--- src/rtl/selftest_pkg.sv ---
package selftest_pkg;

    typedef enum logic [1:0] {
        MODE_CAPTURE = 2'b00,
        MODE_SCAN    = 2'b01,
        MODE_PATTERN = 2'b10,
        MODE_COMPACT = 2'b11
    } st_mode_e;

endpackage

--- src/rtl/selftest_next.sv ---
module selftest_next
    import selftest_pkg::*;
#(
    parameter int            WIDTH = 3,
    parameter logic [WIDTH-1:0] TAPS = 3'b101
) (
    input  logic [WIDTH-1:0] state_q,
    input  logic [1:0]       mode,
    input  logic [WIDTH-1:0] pdata_in,
    input  logic             scan_in,
    output logic [WIDTH-1:0] state_d
);

    logic [WIDTH-1:0] tap_terms;
    logic             feedback;
    logic [WIDTH-1:0] shifted_scan;
    logic [WIDTH-1:0] shifted_lfsr;
    st_mode_e         mode_e;

    for (genvar i = 0; i < WIDTH; i++) begin : g_taps
        if (TAPS[i]) begin : g_on
            assign tap_terms[i] = state_q[i];
        end else begin : g_off
            assign tap_terms[i] = 1'b0;
        end
    end

    assign feedback     = ^tap_terms;
    assign shifted_scan = {state_q[WIDTH-2:0], scan_in};
    assign shifted_lfsr = {state_q[WIDTH-2:0], feedback};
    assign mode_e       = st_mode_e'(mode);

    always_comb begin
        unique case (mode_e)
            MODE_CAPTURE: state_d = pdata_in;
            MODE_SCAN:    state_d = shifted_scan;
            MODE_PATTERN: state_d = shifted_lfsr;
            MODE_COMPACT: state_d = shifted_lfsr ^ pdata_in;
            default:      state_d = pdata_in;
        endcase
    end

endmodule

--- src/rtl/selftest_core.sv ---
module selftest_core
    import selftest_pkg::*;
#(
    parameter int            WIDTH = 3,
    parameter logic [WIDTH-1:0] TAPS = 3'b101
) (
    input  logic             clk,
    input  logic             rst,
    input  logic [1:0]       mode,
    input  logic [WIDTH-1:0] pdata_in,
    input  logic             scan_in,
    output logic [WIDTH-1:0] state_q,
    output logic [WIDTH-1:0] state_next
);

    typedef struct packed {
        logic [WIDTH-1:0] bits;
    } core_t;

    core_t            core_d, core_q;
    logic [WIDTH-1:0] step_val;

    selftest_next #(
        .WIDTH (WIDTH),
        .TAPS  (TAPS)
    ) next_i (
        .state_q  (core_q.bits),
        .mode     (mode),
        .pdata_in (pdata_in),
        .scan_in  (scan_in),
        .state_d  (step_val)
    );

    always_comb begin
        core_d = core_q;
        if (rst) begin
            core_d.bits = '1;
        end else begin
            core_d.bits = step_val;
        end
    end

    always_ff @(posedge clk) begin
        core_q <= core_d;
    end

    assign state_q    = core_q.bits;
    assign state_next = core_d.bits;

    // reset seeds all ones
    assert_reset_seed_R1: assert property (@(posedge clk)
        $past(rst) |-> (core_q.bits == {WIDTH{1'b1}}));

    // capture loads the parallel input
    assert_capture_R2: assert property (@(posedge clk) disable iff (rst)
        (mode == MODE_CAPTURE) |=> (core_q.bits == $past(pdata_in)));

    // scan shifts toward MSB with scan_in at bit 0
    assert_scan_shift_R3: assert property (@(posedge clk) disable iff (rst)
        (mode == MODE_SCAN) |=>
            (core_q.bits == {$past(core_q.bits[WIDTH-2:0]), $past(scan_in)}));

    // pattern mode never leaves a nonzero state for zero
    assert_pattern_nonzero_R4: assert property (@(posedge clk) disable iff (rst)
        (mode == MODE_PATTERN && core_q.bits != '0) |=> (core_q.bits != '0));

    // upper bits of pattern mode are a plain shift
    assert_pattern_shift_R4: assert property (@(posedge clk) disable iff (rst)
        (mode == MODE_PATTERN) |=>
            (core_q.bits[WIDTH-1:1] == $past(core_q.bits[WIDTH-2:0])));

    // compaction is pattern step XOR data
    assert_compact_R5: assert property (@(posedge clk) disable iff (rst)
        (mode == MODE_COMPACT) |=>
            ((core_q.bits ^ $past(pdata_in)) ==
             {$past(core_q.bits[WIDTH-2:0]), ^($past(core_q.bits) & TAPS)}));

endmodule

--- src/rtl/selftest_ctrl.sv ---
module selftest_ctrl #(
    parameter int WIDTH      = 3,
    parameter int RUN_CYCLES = 7
) (
    input  logic             clk,
    input  logic             rst,
    input  logic             start,
    input  logic [WIDTH-1:0] sig_next,
    input  logic [WIDTH-1:0] expected_sig,
    output logic             done,
    output logic             pass
);

    localparam int CNT_W = $clog2(RUN_CYCLES + 1);

    typedef struct packed {
        logic             busy;
        logic [CNT_W-1:0] remaining;
        logic             done;
        logic             pass;
    } ctrl_t;

    ctrl_t ctrl_d, ctrl_q;
    logic  last_edge;

    assign last_edge = ctrl_q.busy && (ctrl_q.remaining == CNT_W'(1));

    always_comb begin
        ctrl_d      = ctrl_q;
        ctrl_d.done = 1'b0;
        if (rst) begin
            ctrl_d = '0;
        end else if (start) begin
            ctrl_d.busy      = 1'b1;
            ctrl_d.remaining = CNT_W'(RUN_CYCLES);
            ctrl_d.pass      = 1'b0;
        end else if (last_edge) begin
            ctrl_d.busy      = 1'b0;
            ctrl_d.remaining = '0;
            ctrl_d.done      = 1'b1;
            ctrl_d.pass      = (sig_next == expected_sig);
        end else if (ctrl_q.busy) begin
            ctrl_d.remaining = ctrl_q.remaining - CNT_W'(1);
        end
    end

    always_ff @(posedge clk) begin
        ctrl_q <= ctrl_d;
    end

    assign done = ctrl_q.done;
    assign pass = ctrl_q.pass;

    // reset clears flags
    assert_reset_flags_R1: assert property (@(posedge clk)
        $past(rst) |-> (!done && !pass));

    // done is a single-cycle pulse
    assert_done_pulse_R6: assert property (@(posedge clk) disable iff (rst)
        done |=> !done);

    // done only follows a counted run
    assert_done_after_run_R6: assert property (@(posedge clk) disable iff (rst)
        (!ctrl_q.busy || start) |=> !done);

    // pass holds outside start and completion
    assert_pass_hold_R7: assert property (@(posedge clk) disable iff (rst)
        (!start && !last_edge) |=> $stable(pass));

    // start wins over completion
    assert_start_wins_R8: assert property (@(posedge clk) disable iff (rst)
        start |=> (!done && !pass && ctrl_q.busy));

endmodule

--- src/rtl/selftest_reg.sv ---
module selftest_reg
    import selftest_pkg::*;
#(
    parameter int               WIDTH      = 3,
    parameter logic [WIDTH-1:0] TAPS       = 3'b101,
    parameter int               RUN_CYCLES = (1 << WIDTH) - 1
) (
    input  logic             clk,
    input  logic             rst,
    input  logic [1:0]       mode,
    input  logic [WIDTH-1:0] pdata_in,
    output logic [WIDTH-1:0] pdata_out,
    input  logic             scan_in,
    output logic             scan_out,
    input  logic             start,
    input  logic [WIDTH-1:0] expected_sig,
    output logic             done,
    output logic             pass
);

    logic [WIDTH-1:0] state_q;
    logic [WIDTH-1:0] state_next;

    selftest_core #(
        .WIDTH (WIDTH),
        .TAPS  (TAPS)
    ) core_i (
        .clk        (clk),
        .rst        (rst),
        .mode       (mode),
        .pdata_in   (pdata_in),
        .scan_in    (scan_in),
        .state_q    (state_q),
        .state_next (state_next)
    );

    selftest_ctrl #(
        .WIDTH      (WIDTH),
        .RUN_CYCLES (RUN_CYCLES)
    ) ctrl_i (
        .clk          (clk),
        .rst          (rst),
        .start        (start),
        .sig_next     (state_next),
        .expected_sig (expected_sig),
        .done         (done),
        .pass         (pass)
    );

    assign pdata_out = state_q;
    assign scan_out  = state_q[WIDTH-1];

    // serial output follows the MSB one edge after it is loaded
    assert_scan_out_R3: assert property (@(posedge clk) disable iff (rst)
        (mode == MODE_CAPTURE) |=> (scan_out == $past(pdata_in[WIDTH-1])));

endmodule

--- config.mk ---
export PLATFORM = sky130hd
export DESIGN_NAME = selftest_reg
export DESIGN_NICKNAME = d
export VERILOG_FILES = /design/src/rtl/selftest_pkg.sv /design/src/rtl/selftest_next.sv /design/src/rtl/selftest_core.sv /design/src/rtl/selftest_ctrl.sv /design/src/rtl/selftest_reg.sv
export SDC_FILE = /design/constraint.sdc
export NUM_CORES = 1
export LEC_CHECK = 0
export ABC_AREA = 1
export CAP_MARGIN = 20
export CORE_UTILIZATION = 43
export DETAILED_ROUTE_END_ITERATION = 16
export GPL_ROUTABILITY_DRIVEN = 0
export MAX_ROUTING_LAYER = met4
export PLACE_DENSITY = 0.86
export SYNTH_ARGS = -nofsm -noshare
export SYNTH_HDL_FRONTEND = slang
export SYNTH_SLANG_ARGS = --single-unit
--- constraint.sdc ---
create_clock -name clk -period 1.22 [get_ports clk]
set_input_delay 0.305 -clock clk [delete_from_list [all_inputs] [get_ports clk]]
set_output_delay 0.305 -clock clk [all_outputs]
set_load 0.005 [all_outputs]
======== Word-level counts from Yosys, hierarchy flattened ========
Cells that the tools add are included.
cells by class
  bitwise operators ....................... 1
  reduce and logical (&&, ||, !) cells .... 6
  add/sub/neg operators ................... 1
  muxes and demuxes ....................... 7
  equal/unequal tests ..................... 5
operator list
  operator                                             count
  case mux 3 bit (4 select lines)                      1
  2-to-1 mux 3 bit                                     3
  equality test 2 bit, second input constant           2
  2-to-1 mux 4 bit                                     1
  equality test 3 x 1 -> 1 bit, second input constant  1
  equality test 3 bit                                  1
  nonzero test 3 bit                                   1
  parity 3 bit                                         1
  subtractor 3 x 1 -> 3 bit, second input constant     1
  bitwise XOR 3 bit                                    1
  equality test 2 x 1 -> 1 bit, second input constant  1
  logical NOT 2 bit                                    1
  2-to-1 mux 2 bit                                     1
  nonzero test 2 bit                                   1
  OR reduction 2 bit                                   1
  logical AND 1 bit                                    1
  2-to-1 mux 1 bit                                     1
word-level totals
  word-level logic and storage cells ...... 25
  input port bits ......................... 12
  flip-flop bits (word level) ............. 9

======== Longest topological paths before layout ========
Gate-level depths: netlist of run 1.
  depth after elaboration ................. 6
  gate-level depth with buffers ........... 11
  mapped depth without buffers ............ 11

======== By module ========
Synthesis of run 1 repeated with hierarchy kept, for this count alone.
unflattened totals
  cells, all modules ...................... 89
  area, all modules ....................... 546.8 um^2
modules (own cells, without submodules)
  module         area an instance (um^2)  cells each  seq. area each (um^2)  instances
  selftest_ctrl  316.6                    45          120.1                  1
  selftest_next  133.9                    33          0.0                    1
  selftest_core  88.8                     10          60.1                   1
  selftest_reg   7.5                      1           0.0                    1

======== Worst setup path after synthesis of run 1 ========
OpenSTA, ideal clock, no wires.
  path kind ............................... reg2reg
  from .................................... register core_i.core_q, in the netlist core_i.state_q[0]
  to ...................................... register ctrl_i.ctrl_q, in the netlist ctrl_i.pass
  data required time ...................... 1154 ps
  buffers on the path ..................... 0
  arrival time ............................ 1039 ps
  cell stages (with the launch flop) ...... 11
  library setup time ...................... 66 ps
  path slack .............................. 115 ps
  path through ............................ dfxtp_1 -> inv_1 -> nand2_1 -> nand3_1 -> nand3_1 -> nand2_1 -> nand2_1 -> nand2_1 -> nor2_2 -> nand2_1 -> a21oi_2
between the ends
  word-level cells in the longest chain between the ends .. 5
RTL lines
  element                              RTL line             RTL
  from (decl)                          selftest_core.sv:20  core_t core_d, core_q;
  from (signal assigned)               selftest_core.sv:44  core_q <= core_d;
  parity 3 bit (*)                     selftest_next.sv:28  assign feedback = ^tap_terms;
  bitwise XOR 3 bit                    selftest_next.sv:38  MODE_COMPACT: state_d = shifted_lfsr ^ pdata_in;
  case mux 3 bit (4 select lines) (*)  selftest_next.sv:34  unique case (mode_e)
  2-to-1 mux 3 bit (*)                 selftest_core.sv:36  if (rst) begin
  net core_i.state_next[0]             selftest_core.sv:13  output logic [WIDTH-1:0] state_next
  equality test 3 bit (*)              selftest_ctrl.sv:41  ctrl_d.pass = (sig_next == expected_sig);
  to (signal assigned)                 selftest_ctrl.sv:48  ctrl_q <= ctrl_d;
  to (decl)                            selftest_ctrl.sv:23  ctrl_t ctrl_d, ctrl_q;
Mark *: on every way through the listed nets, which the timed path passes. The rest lies on a longest branch.
A chain may end at the register's enable or synchronous reset.

======== Worst setup path in the final report of run 1 ========
  from .................................... register core_i.core_q, in the netlist core_i.state_q[0]
  to ...................................... output pdata_out[0]
RTL lines
  element    RTL line            RTL
  to (decl)  selftest_reg.sv:12  output logic [WIDTH-1:0] pdata_out,
No word-level cell between the ends.

==> run_results.csv, run 1 <==
group,metric,value,unit
logic_synthesis,synthCells,82,
logic_synthesis,ys_types,21,
timing,drv_slew,0,
setup_path,cp_num_buf_inv,1,
timing,setup_viol,0,
route,dr.first_iter.drc_count,11,
global_route,track_usage,23.3,%
clock_tree,cts_tree,"done",
timing,fin_worst_skew,0.00425,ns
setup_path,critPathTopFamily,"flip-flops",
setup_path,cp_cell_sequence,"dlygate4sd2_1",
route,wl_met1,616,µm
floorplan,die_h,38.2,µm
run,drv_cap,0,
floorplan,die_w,38.2,µm
route,via_per_inst,4.77,
placed_design,port_buffers,17,
global_route,grt_pass1_vias,539,
route,routed-wl-met2,680,µm
setup_path,slowest_delay,0.36,ns
clock_tree,clock_path_buffers,2,
final_layout,fin_util,72.5,%
pwr,powerDensity,954,nW/µm²
outcome,status,"finished, final reports clean",
floorplan,core_area,1160,µm²
placed_design,place_hpwl,935,µm
route,met3_length,27,µm
clock_tree,path_clk_slew,0.07,ns
min_path,hold_path_class,"primary input to register",
clock_tree,clk_latency,0.26,ns
route,dr_total_vias,592,
setup_path,crit_required,0.91,ns
setup_path,crit_path_start_kind,"register",
clock_tree,clock_sinks,9,
final_layout,layout-drive-gt1-share,35.5,%
global_route,grt_max_degree,7,
route,antenna_left,0,
global_route,grt_overflow,0,
setup_path,cp_slowest_cell,"dfxtp_4",
pwr,peakVddDrop,0.711,mV
logic_synthesis,synth.avg_cell_area,6.88,µm²
timing,fin_crit_sh,97.8,%
final_layout,diodes,0,
setup_path,critPathCaptureType,"output port",
clock_tree,htree_levels,1,
floorplan,ios,18,
setup_path,critPathMaxFanout,4,
floorplan,start_util,48.8,%
global_route,grt_pass1_wl,2190,µm
route,detail_route.wl_per_cell,10.9,µm
timing,whs,0.368,ns
logic_synthesis,yosysSeqAreaShare,31.9,%
logic_synthesis,netlist_area,564,µm²
logic_synthesis,synth_nets,96,
floorplan,dieArea,1460,µm²
final_layout,final_common_cell,"nand2_1",
timing,finalHoldViolCount,0,
final_layout,layout_common_cells,"nand2_1, inv_1, dlygate4sd2_1, buf_4, nand3_2",
pwr,total_power,0.000800,W
clock_tree,cts_hold_buf,0,
clock_tree,cts-buffers-inserted,3,
route,firstDrtPassIters,4,
timing,grt_setup_unrepaired,"yes",
logic_synthesis,synth.ff_latch_count,9,
timing,max_slew_margin,80.9,%
route,drc,0,
route,drt-total-wl,1360,µm
route,topRoutingLayerUsed,"met4",
setup_path,crit_arrival,0.89,ns
floorplan,row_count,12,
clock_tree,ctsRootBufferMaster,"clkbuf_4",
setup_path,critical_path_class,"register to output port",
timing,tightest_slew,0.285,ns
logic_synthesis,yosys_warnings,0,
final_layout,finalNetCount,125,
final_layout,final.fill_count,95,
global_route,antenna_found_initial,0,
timing,min_period,1.19,ns
timing,max_freq,838,MHz
final_layout,area.growth.synth_to_final,48.6,%
pwr,cellLeakagePower,0.436,nW
==> cell type report <==
cell class | instances | area (µm²) | area share (%)
sequential | 9 | 186 | 22.2
multi-input combinational | 55 | 335 | 40.0
clock buffer | 4 | 26.3 | 3.13
timing repair buffer | 25 | 209 | 24.9
tap | 14 | 17.5 | 2.09
inverter | 17 | 63.8 | 7.61
==> metrics by stage <==
| stage | instance area (µm²) | instances | TNS, ns | setup slack (ns) |
|---|---|---|---|---|
| 6_report | 838 | 124 | 0 | 0.0268 |
| 5_1_grt | 838 | 124 | -0.0393 | -0.0393 |
| 4_1_cts | 832 | 124 | 0 | 0.0133 |
| 3_5_place_dp | 797 | 119 | -1.14 | -0.468 |
| 3_3_place_gp | 797 | 119 | -0.986 | -0.423 |
| 2_1_floorplan | 564 | 82 | 0 | 0.115 |
==> cell usage after synthesis <==
cell type / count / area (µm²)
a211oi_1: 1 / 7.51
a21oi_1: 2 / 10.0
a21oi_2: 1 / 8.76
and2_1: 1 / 6.26
buf_4: 1 / 7.51
clkinv_1: 1 / 3.75
dfxtp_1: 9 / 180
ha_1: 2 / 25.0
inv_1: 13 / 48.8
inv_2: 3 / 11.3
nand2_1: 20 / 75.1
nand2_2: 1 / 6.26
nand2_4: 1 / 11.3
nand3_1: 4 / 20.0
nand3_2: 5 / 50.1
nand4_1: 2 / 12.5
nor2_1: 4 / 15.0
nor2_2: 2 / 12.5
nor3_1: 2 / 10.0
o211ai_2: 1 / 12.5
o21ai_0: 6 / 30.0
==> timing repair <==
action / CTS / global route
gates resized for setup: 19 / 10
pin swaps: 10 / 9
endpoints found under the setup margin: 7 / 2
hold endpoints to repair: 0 / 0
buffers inserted: 3 / 0
==> worst paths after layout <==
kind / from / to / slack (ns) / cells past startpoint
setup / recovery: core_i.state_q[0] / pdata_out[0] / 0.03 / 1
hold / removal: mode[1] / core_i.state_q[0] / 0.37 / 3
setup reg to reg: ctrl_i.ctrl_q[3] / ctrl_i.pass / 0.06 / 6
hold reg to reg: ctrl_i.ctrl_q[3] / ctrl_i.ctrl_q[3] / 0.55 / 2
==> state kept, by name, indices dropped and copies added, names as in the netlist <==
name,cells
ctrl_i.done,1
ctrl_i.pass,1
ctrl_i.ctrl_q,4
core_i.state_q,3
==> report_power, final <==
part	switching (W)	internal, W
clock network	0.000111	0.000126
registers	0.0000204	0.000317
logic	0.000116	0.000109
==> cells by family (layout without fill, tap and decap cells) <==
family                   Yosys count  after routing  share of synthesized area (%)
flip-flops                         9              9                           31.9
AND/OR/NAND/NOR                   42             42                           38.8
buffers and inverters             18             46                           12.6
AO/OA/AOI/OAI                     11             11                           12.2
adder cells (fa/ha/maj)            2              2                           4.43
==> worst register-to-register path, stage by stage, from the launching register on <==
cell,delay (ns)
dfxtp_1,0.30
inv_1,0.08
ha_1,0.17
inv_1,0.05
nor3_1,0.23
buf_4,0.17
a21oi_2,0.04
==> routing by layer <==
metal | global-route usage, % | up-vias
li1 | - | 317
met1 | 27.0 | 260
met2 | 38.1 | 11
met3 | 5.23 | 4
met4 | 10.7 | 0
met5 | - | -
Note: power is estimated with default switching activity, not from simulation.
==> run 2: changes to the inputs <==
ABC_AREA = 0   (was 1)
CAP_MARGIN = unset   (was 20)
CORE_AREA = 2 2 39 41   (was unset)
CORE_UTILIZATION = unset   (was 43)
DIE_AREA = 0 0 41 43   (was unset)
PLACE_DENSITY = 0.81   (was 0.86)
==> run 2 against run 1 <==
Net effect: setup slack lost 0.18 ns; global-route usage shrank 7.5 points; wire length shrank 14%; critical path type is now register to register; hold slack gained 0.14 ns; total power grew 0.86%; highest routed layer unchanged; largest cell class unchanged; clock power shrank 6%; critical endpoint is now ctrl_i.pass; the flow now finishes with violations (negative setup slack); clock-buffer cell count is the same; critical path depth grew 4.
==> run_results.csv, run 2 <==
group,metric,value,unit
route,drt-total-wl,1170,µm
logic_synthesis,synth.avg_cell_area,8.80,µm²
timing,fin_ws,-0.151,ns
logic_synthesis,synthCells,58,
final_layout,largest_register,"ctrl_i.ctrl_q",
timing,fin_worst_skew,0.00224,ns
setup_path,critPathMaxFanout,5,
placed_design,port_buffers,17,
global_route,grt_pass1_wl,1860,µm
final_layout,multiInputGateArea,319,µm²
outcome,status,"complete, but fails checks",
outcome,violations,"negative setup slack",
logic_synthesis,synth_edf_count,0,
logic_synthesis,netlist_area,510,µm²
floorplan,ios,18,
timing,grt_setup_unrepaired,"yes",
final_layout,layout_common_cells,"nor2_1, dlygate4sd2_1, buf_4, dfxtp_1, clkdlybuf4s50_1",
min_path,hold_path_class,"primary input to register",
clock_tree,clock_sinks,9,
final_layout,final.fill_count,129,
route,via_per_inst,4.80,
logic_synthesis,ys_async_sr_fraction,0,%
logic_synthesis,synth_common_cells,"dfxtp_1, nor2_1, inv_1, nand3_1",
setup_path,crit_path_start_kind,"register",
setup_path,critPathCaptureType,"register",
logic_synthesis,synth_nets,72,
timing,finalHoldViolCount,0,
run,drv_cap,0,
final_layout,seq_area,186,µm²
pwr,powerDensity,1030,nW/µm²
setup_path,critical_path_class,"register to register",
final_layout,finalNetCount,101,
route,firstDrtPassIters,2,
final_layout,area.growth.synth_to_final,53.9,%
global_route,grt_max_degree,11,
timing,fin_crit_sh,112,%
logic_synthesis,yosys_warnings,0,
pwr,cellLeakagePower,0.379,nW
placed_design,place_hpwl,844,µm
timing,max_slew_margin,83.8,%
clock_tree,cts-buffers-inserted,3,
logic_synthesis,synth.ff_latch_count,9,
timing,min_period,1.37,ns
floorplan,die_h,43,µm
route,drc,0,
timing,whs,0.507,ns
global_route,grt_overflow,0,
clock_tree,htree_levels,1,
logic_synthesis,ys_types,30,
clock_tree,path_clk_slew,0.06,ns
setup_path,crit_required,1.37,ns
floorplan,row_count,14,
logic_synthesis,synthTopCellsByArea,"dfxtp_1, nor2_1, ha_1, mux2_2, xnor2_1",
clock_tree,clk_latency,0.25,ns
floorplan,core_area,1380,µm²
placed_design,post-place-ws,-0.800,ns
final_layout,diodes,0,
route,dr.first_iter.drc_count,4,
route,dr_total_vias,490,
timing,tightest_slew,0.244,ns
pwr,total_power,0.000807,W
global_route,track_usage,15.9,%
route,detail_route.wl_per_cell,11.5,µm
final_layout,largest_reg_flops,4,
route,antenna_left,0,
clock_tree,cts_hold_buf,0,
logic_synthesis,yosys.area.top_type,"dfxtp_1",
clock_tree,clock_path_buffers,2,
floorplan,die_w,41,µm
global_route,grt_pass1_vias,494,
logic_synthesis,synth_top_area_share,35.3,%
floorplan,start_util,36.9,%
logic_synthesis,ys.flop_type,"dfxtp_1",
final_layout,layout-drive-gt1-share,33.7,%
floorplan,dieArea,1760,µm²
timing,max_freq,729,MHz
timing,drv_slew,0,
clock_tree,ctsRootBufferMaster,"clkbuf_4",
timing,setup_viol,1,
pwr,peakVddDrop,0.588,mV
setup_path,crit_arrival,1.52,ns
global_route,antenna_found_initial,0,
clock_tree,cts_tree,"done",
logic_synthesis,yosysSeqAreaShare,35.3,%
-- run 2: changes by cell type after synthesis, sizes merged, moves of 3 or more --
cell / before / now
nor2: 6 / 9
inv: 16 / 3
o21ai: 6 / 2
nand2: 22 / 2
nand3: 9 / 3
xnor2: 0 / 3
-- run 2: kinds of logic after synthesis --
group / share of synthesized area, %
adder cells (fa/ha/maj): 4.90
AO/OA/AOI/OAI: 17.4
buffers and inverters: 6.86
multiplexers: 4.41
XOR/XNOR: 10.1
AND/OR/NAND/NOR: 21.1
flip-flops: 35.3
-- run 2: final cells by class --
type,instances,share of cell area (%)
timing repair buffer,27,28.3
inverter,3,1.43
clock buffer,4,3.34
multi-input combinational,43,40.6
sequential,9,23.7
tap,16,2.55
-- run 2: worst paths after layout --
| kind | start | end | slack [ns] | cells past startpoint |
|---|---|---|---|---|
| max | core_i.state_q[0] | ctrl_i.pass | -0.15 | 5 |
| min | rst | ctrl_i.ctrl_q[2] | 0.51 | 3 |
| max reg2reg | core_i.state_q[0] | ctrl_i.pass | -0.15 | 5 |
| min reg2reg | ctrl_i.ctrl_q[4] | ctrl_i.ctrl_q[4] | 0.55 | 2 |
-- run 2: what timing repair did --
action / 4_1_cts / 5_1_grt
pin swaps: 8 / 1
cloned: 0 / 0
endpoints found under the setup margin: 10 / 5
buffers inserted: 4 / 0
resized for setup: 27 / 4
-- run 2: stage by stage --
| step | TNS (ns) | instance area (µm²) | std cells | util, % |
|---|---|---|---|---|
| 2_1_floorplan | -0.205 | 519 | 58 | - |
| 3_3_place_gp | -2.41 | 729 | 95 | 52.7 |
| 3_5_place_dp | -2.53 | 729 | 95 | 52.7 |
| 4_1_cts | -0.161 | 802 | 102 | 58.0 |
| 5_1_grt | -0.217 | 786 | 102 | 56.8 |
| 6_report | -0.151 | 786 | 102 | 56.8 |
-- run 2: worst max-delay path, stage by stage, from the launching register on --
cell	delay, ns
dfxtp_4	0.36
xnor2_2	0.14
a31o_2	0.23
a32o_2	0.24
xnor2_2	0.14
a41o_1	0.17
-- run 2: metal layers --
| metal | vias to the layer above | wire length (µm) | global-route usage [%] |
|---|---|---|---|
| met2 | 15 | 590 | 28.1 |
| li1 | 257 | - | - |
| met3 | 2 | 64 | 1.57 |
| met1 | 216 | 507 | 15.9 |
| met5 | - | 0 | - |
| met4 | 0 | 7 | 8.00 |
-- run 2: power by group --
| part | switching, W | internal (W) | total (W) |
|---|---|---|---|
| combinational | 0.0000961 | 0.000145 | 0.000241 |
| sequential | 0.0000230 | 0.000320 | 0.000343 |
| clock | 0.0000975 | 0.000126 | 0.000223 |
